<file path="config.mk">
export PLATFORM = sky130hd
export DESIGN_NAME = pwm_timer8
export DESIGN_NICKNAME = d
export VERILOG_FILES = /design/src/rtl/pt8_pkg.sv /design/src/rtl/pt8_tick_gen.sv /design/src/rtl/pt8_cmp_reg.sv /design/src/rtl/pwm_timer8.sv
export SDC_FILE = /design/constraint.sdc
export NUM_CORES = 1
export LEC_CHECK = 0
export CORE_ASPECT_RATIO = 0.5
export CORE_MARGIN = 8
export CORE_UTILIZATION = 51
export DETAILED_ROUTE_END_ITERATION = 7
export MAX_ROUTING_LAYER = met4
export PLACE_DENSITY_LB_ADDON = 0.12
export SLEW_MARGIN = 20
export SYNTH_ARGS = -nofsm -noshare
export SYNTH_HDL_FRONTEND = slang
export SYNTH_SLANG_ARGS = --single-unit
</file>
<file path="constraint.sdc">
create_clock -name clk -period 3.5 [get_ports clk]
set_input_delay 0.35 -clock clk [delete_from_list [all_inputs] [get_ports clk]]
set_output_delay 0.35 -clock clk [all_outputs]
set_load 0.005 [all_outputs]
</file>
<file path="src/rtl/pt8_pkg.sv">
package pt8_pkg;
    typedef enum logic [1:0] {
        ST_STOP = 2'd0,
        ST_HIGH = 2'd1,
        ST_LOW  = 2'd2
    } pt8_state_e;

    localparam logic [2:0] SRC_SYS     = 3'b000;
    localparam logic [2:0] SRC_SYS_DIV = 3'b001;
    localparam logic [2:0] SRC_EXT     = 3'b010;
    localparam logic [2:0] SRC_EXT_SYN = 3'b011;
endpackage

</file>
<file path="src/rtl/pt8_tick_gen.sv">
module pt8_tick_gen
    import pt8_pkg::*;
#(
    parameter int PRE_W  = 2,
    parameter int SYNC_N = 2
) (
    input  logic       clk,
    input  logic       rst_n,
    input  logic [2:0] sel,
    input  logic       ext_clk,
    output logic       tick
);
    localparam logic [PRE_W-1:0] PRE_LAST = {PRE_W{1'b1}};

    logic [PRE_W-1:0] pre_q;
    logic             raw_q;
    logic [SYNC_N:0]  sh_q;
    logic             raw_edge, syn_edge;

    always_ff @(posedge clk) begin
        if (!rst_n) begin
            pre_q <= '0;
            raw_q <= 1'b0;
            sh_q  <= '0;
        end else begin
            pre_q <= pre_q + 1'b1;
            raw_q <= ext_clk;
            sh_q  <= {sh_q[SYNC_N-1:0], ext_clk};
        end
    end

    assign raw_edge = ext_clk & ~raw_q;
    assign syn_edge = sh_q[SYNC_N-1] & ~sh_q[SYNC_N];

    always_comb begin
        case (sel)
            SRC_SYS:     tick = 1'b1;
            SRC_SYS_DIV: tick = (pre_q == PRE_LAST);
            SRC_EXT:     tick = raw_edge;
            SRC_EXT_SYN: tick = syn_edge;
            default:     tick = 1'b0;
        endcase
    end

    p_off_codes_r4: assert property (@(posedge clk) disable iff (!rst_n)
        sel[2] |-> !tick);
    p_sync_single_r5: assert property (@(posedge clk) disable iff (!rst_n)
        (sel == SRC_EXT_SYN && tick && $stable(sel)) |=> !(tick && sel == SRC_EXT_SYN));
endmodule

</file>
<file path="src/rtl/pt8_cmp_reg.sv">
module pt8_cmp_reg #(
    parameter int W = 8
) (
    input  logic         clk,
    input  logic         rst_n,
    input  logic         stopped,
    input  logic         wrap,
    input  logic         wr,
    input  logic [W-1:0] wdata,
    output logic [W-1:0] act_nxt,
    output logic [W-1:0] act
);
    logic [W-1:0] pend_q;

    always_comb begin
        if (stopped && wr)
            act_nxt = wdata;
        else if (wrap)
            act_nxt = pend_q;
        else
            act_nxt = act;
    end

    always_ff @(posedge clk) begin
        if (!rst_n) begin
            pend_q <= '0;
            act    <= '0;
        end else begin
            if (wr)
                pend_q <= wdata;
            act <= act_nxt;
        end
    end

    p_hold_r10: assert property (@(posedge clk) disable iff (!rst_n)
        (!stopped && !wrap) |=> $stable(act));
endmodule

</file>
<file path="src/rtl/pwm_timer8.sv">
module pwm_timer8
    import pt8_pkg::*;
#(
    parameter int CNT_W  = 8,
    parameter int PRE_W  = 2,
    parameter int SYNC_N = 2
) (
    input  logic             clk,
    input  logic             rst_n,
    input  logic             run_en,
    input  logic             pwm_mode,
    input  logic [2:0]       clk_sel,
    input  logic             cmp_wr,
    input  logic [CNT_W-1:0] cmp_wdata,
    input  logic             mirror_en,
    input  logic             port_sf,
    input  logic             gpio_val,
    input  logic             ext_clk,
    input  logic             match_clr,
    output logic [CNT_W-1:0] count_o,
    output logic             pin_out,
    output logic             mirror_out,
    output logic             match_flag
);
    localparam logic [CNT_W-1:0] CNT_MAX = {CNT_W{1'b1}};

    pt8_state_e       st_q, st_d;
    logic [CNT_W-1:0] cnt_q, cnt_inc, act, act_nxt;
    logic             tick, stopped, wrap, wave;

    pt8_tick_gen #(.PRE_W(PRE_W), .SYNC_N(SYNC_N)) u_tick (
        .clk(clk), .rst_n(rst_n), .sel(clk_sel), .ext_clk(ext_clk), .tick(tick)
    );

    pt8_cmp_reg #(.W(CNT_W)) u_cmp (
        .clk(clk), .rst_n(rst_n), .stopped(stopped), .wrap(wrap),
        .wr(cmp_wr), .wdata(cmp_wdata), .act_nxt(act_nxt), .act(act)
    );

    assign stopped = (st_q == ST_STOP);
    assign cnt_inc = cnt_q + 1'b1;
    assign wrap    = !stopped && tick && (cnt_q == CNT_MAX);

    always_comb begin
        st_d = st_q;
        if (!run_en) begin
            st_d = ST_STOP;
        end else begin
            unique case (st_q)
                ST_STOP: st_d = (act_nxt != '0) ? ST_HIGH : ST_LOW;
                ST_HIGH: if (tick && cnt_inc == act) st_d = ST_LOW;
                ST_LOW:  if (wrap) st_d = (act_nxt != '0) ? ST_HIGH : ST_LOW;
                default: st_d = ST_STOP;
            endcase
        end
    end

    always_ff @(posedge clk) begin
        if (!rst_n) begin
            st_q       <= ST_STOP;
            cnt_q      <= '0;
            match_flag <= 1'b0;
        end else begin
            st_q <= st_d;
            if (!run_en)
                cnt_q <= '0;
            else if (!stopped && tick)
                cnt_q <= cnt_inc;
            if (!stopped && cnt_q == act)
                match_flag <= 1'b1;
            else if (match_clr)
                match_flag <= 1'b0;
        end
    end

    always_comb begin
        wave       = pwm_mode && (st_q == ST_HIGH);
        pin_out    = port_sf ? wave : gpio_val;
        mirror_out = mirror_en & wave;
        count_o    = cnt_q;
    end

    p_stop_clears_r1: assert property (@(posedge clk) disable iff (!rst_n)
        !run_en |=> (count_o == '0 && !wave));
    p_wave_vs_count_r2: assert property (@(posedge clk) disable iff (!rst_n)
        !stopped |-> ((st_q == ST_HIGH) == (cnt_q < act)));
    p_mode_off_r6: assert property (@(posedge clk) disable iff (!rst_n)
        !pwm_mode |-> !mirror_out);
    p_flag_sticky_r9: assert property (@(posedge clk) disable iff (!rst_n)
        (match_flag && !match_clr) |=> match_flag);
endmodule

</file>
==> results of run 1 <==
## per-layer routing
metal  vias up  GRT usage
met3         5     0.0585
met2        45      0.228
met1       666      0.184
met5         -          -
li1        741          -
met4         0     0.0412
## how the worst max path moves through the flow
stage,startpoint,end,depth (start not counted)
2_1_floorplan,count_o[0],st_q[1],9
3_3_place_gp,ext_clk,st_q[1],9
3_5_place_dp,ext_clk,st_q[1],9
4_1_cts,count_o[0],st_q[1],8
5_1_grt,count_o[0],st_q[1],8
6_report,count_o[0],st_q[1],8
## synth_stat cells, types with 2 or more instances
cell	number	share of area
dfxtp_1	32	0.38
nor2b_1	10	0.037
clkbuf_1	8	0.018
buf_2	2	0.0060
or2_2	2	0.0075
nor3b_1	2	0.0090
inv_1	4	0.0090
xor2_1	13	0.068
mux2i_1	11	0.066
nor4_1	2	0.0075
o31ai_1	6	0.027
ha_1	2	0.015
and2_1	12	0.045
and3_1	2	0.0075
nor3_1	5	0.015
nor2_1	24	0.054
o21ai_0	4	0.012
nand2_1	11	0.025
a31oi_1	6	0.022
a21oi_1	7	0.021
nand4_1	7	0.026
nand3_1	3	0.0090
xnor2_1	7	0.037
## power groups by stage
stage	logic [uW]	registers, uW	clock network (uW)
after global routing	140	403	328
after detailed placement	125	408	0
after CTS	125	400	318
after global placement	122	407	0
after floorplan	82.7	400	0
final	125	400	306
## cell families after synthesis
logic type | after synthesis | synth area share
DFF | 32 | 0.383
AOI/OAI and AO/OA | 29 | 0.112
and+or+nand+nor | 88 | 0.284
buffers and inverters | 15 | 0.0352
muxes | 11 | 0.0659
adders and majority gates | 2 | 0.0150
xor gates and xnor gates | 20 | 0.105
## sequential cells by signal (all words and copies together) (netlist names)
register	cells
u_tick.pre_q	2
u_cmp.pend_q	8
u_cmp.act	8
count_o	8
u_tick.sh_q	3
st_q	2
match_flag	1
## layout make-up
class                           instances  area [um2]  area share
Inverter                                4        15.0     0.00713
Clock buffer                            7        96.3      0.0457
Timing Repair Buffer                   34         333       0.158
Multi-Input combinational cell        150         972       0.461
Tap cell                               40        50.0      0.0238
Sequential cell                        32         641       0.304
## metrics by stage
step	std cells	hold slack [ns]	util	cell area [um2]
global route	267	0.459	0.687	2110
finish	267	0.427	0.687	2110
CTS	267	0.428	0.687	2110
detailed placement	260	0.417	0.656	2010
floorplan	197	0.398	-	1670
global placement	260	0.416	0.656	2010
==> results.sh, run 1 <==
export IMPL_p_per_area_nw_per_um2=395
export IMPL_mostFrequentLayoutCells="dfxtp_1 (32), clkdlybuf4s50_1 (31), nor2_1 (24)"
export IMPL_preCtsSetupSlack_ns=0.405
export IMPL_grtUsageTotal=0.151
export IMPL_wl_met2_mm=1.62
export IMPL_finalCritPeriodShare=0.876
export IMPL_ys_ff_latch=32
export IMPL_drt_iter0_markers=83
export IMPL_ant_nets=0
export IMPL_yosysWarningCount=0
export IMPL_wirelength_mm=3.85
export IMPL_synthToLayoutAreaGrowth_pct=26.0
export IMPL_post_route_drc_count=0
export IMPL_cp_data_arrival_time_ns=3.28
export IMPL_clockBufferDepth=2
export IMPL_crit_type="flop to flop"
export IMPL_first_global_vias=1418
export IMPL_max_freq_ghz=0.326
export IMPL_tns_ns=0
export IMPL_place_congestion=0.952
export IMPL_cts_buffers=5
export IMPL_skew_ns=0.00166
export IMPL_slew_headroom=0.447
export IMPL_start_kind="flop"
export IMPL_vias=1457
export IMPL_nets=250
export IMPL_p_switching_uw=207
export IMPL_grt_pass1_wl_mm=6.69
export IMPL_cts_sinks=32
export IMPL_postCtsHoldBufs=0
export IMPL_dr_wl_met3_um=309
export IMPL_clk_pin_slew_ns=0.06
export IMPL_worst_skew_pair_late_latency_ns=0.28
export IMPL_grt_overflow=0
export IMPL_synth_area_um2=1670
export IMPL_syn_area_per_cell_um2=8.49
export IMPL_drt_vias_per_instance=5.46
export IMPL_wl_per_cell_um=14.4
export IMPL_die_y_um=56.5
export IMPL_r2r_slack_ns=0.43
export IMPL_p_int_uw=624
export IMPL_final_common_cell="dfxtp_1"
export IMPL_crit_path_end_kind="flop"
export IMPL_period_minus_slack_ns=3.07
export IMPL_cts_tree="yes"
export IMPL_cp_slowest_cell="or4_1"
export IMPL_setup_viol=0
export IMPL_seqPwrFrac=0.481
export IMPL_min_to="u_tick.pre_q[0]"
export IMPL_crit_family="simple AND/OR/NAND/NOR gates"
export IMPL_rr_worst_depth=8
export IMPL_p_total_uw=832
export IMPL_core_um2=3070
export IMPL_crit_chain="ha_1, nand3_2, or3_1, o31ai_1, a31oi_1, or4_1, o41ai_1, nor3b_2"
export IMPL_peakVddDrop_v=0.000221
export IMPL_seq_area_frac_synth=0.383
export IMPL_start_util=0.545
export IMPL_leakage_uw=0.000808
export IMPL_insertedDiodeCount=0
export IMPL_max_stage_delay_ns=0.53
export IMPL_crit_buf_inv=0
export IMPL_syn_nets=220
export IMPL_met1Wirelength_mm=1.89
export IMPL_swShare=0.249
export IMPL_drv_slew=0
export IMPL_post_cts_resized=0
export IMPL_nFillCells=257
export IMPL_synthCells=197
export IMPL_cts_setup_buffers=0
export IMPL_placement_io_buffers=31
export IMPL_synth_cell_type_count=38
export IMPL_root_buffer="clkbuf_8"
export IMPL_setup_slack_ns=0.433
export IMPL_hold_path_class="flop to flop"
export IMPL_htree_levels=2
export IMPL_drtPass1Iterations=4
export IMPL_reg2reg_to="st_q[1]"
export IMPL_cap_violations=0
export IMPL_rsz0062_at_grt="no"
export IMPL_final_hold_viol_count=0
export IMPL_design_portCount=32
export IMPL_grt_max_degree=24
export IMPL_drive_gt1_frac=0.0617
export IMPL_power_frac_clock=0.368
export IMPL_async_flop_share=0
export IMPL_path_max_fanout=7
export IMPL_synth_edf_count=0
export IMPL_r2r_start="count_o[0]"
export IMPL_pwr_share_comb=0.151
export IMPL_whs_path_depth=1
export IMPL_hold_start="u_tick.pre_q[0]"
export IMPL_dp_hpwl_mm=2.97
export IMPL_synthFlopType="dfxtp_1"
export IMPL_highest_layer="met4"
export IMPL_status="completed"
export IMPL_cp_required_ns=3.71
export IMPL_rows=14
export IMPL_dieArea_um2=5480
export IMPL_die_width_um=97.0
export IMPL_antenna_found_initial=0
export IMPL_worst_pin_slew_ns=0.824
(Power assumes the default switching activity.)
==> run 2, diff against run 1 <==
- SKIP_LAST_GASP: default -> 1
==> results of run 2 <==
Same layout as run 1: the final DEF is identical, and so are final timing and power.
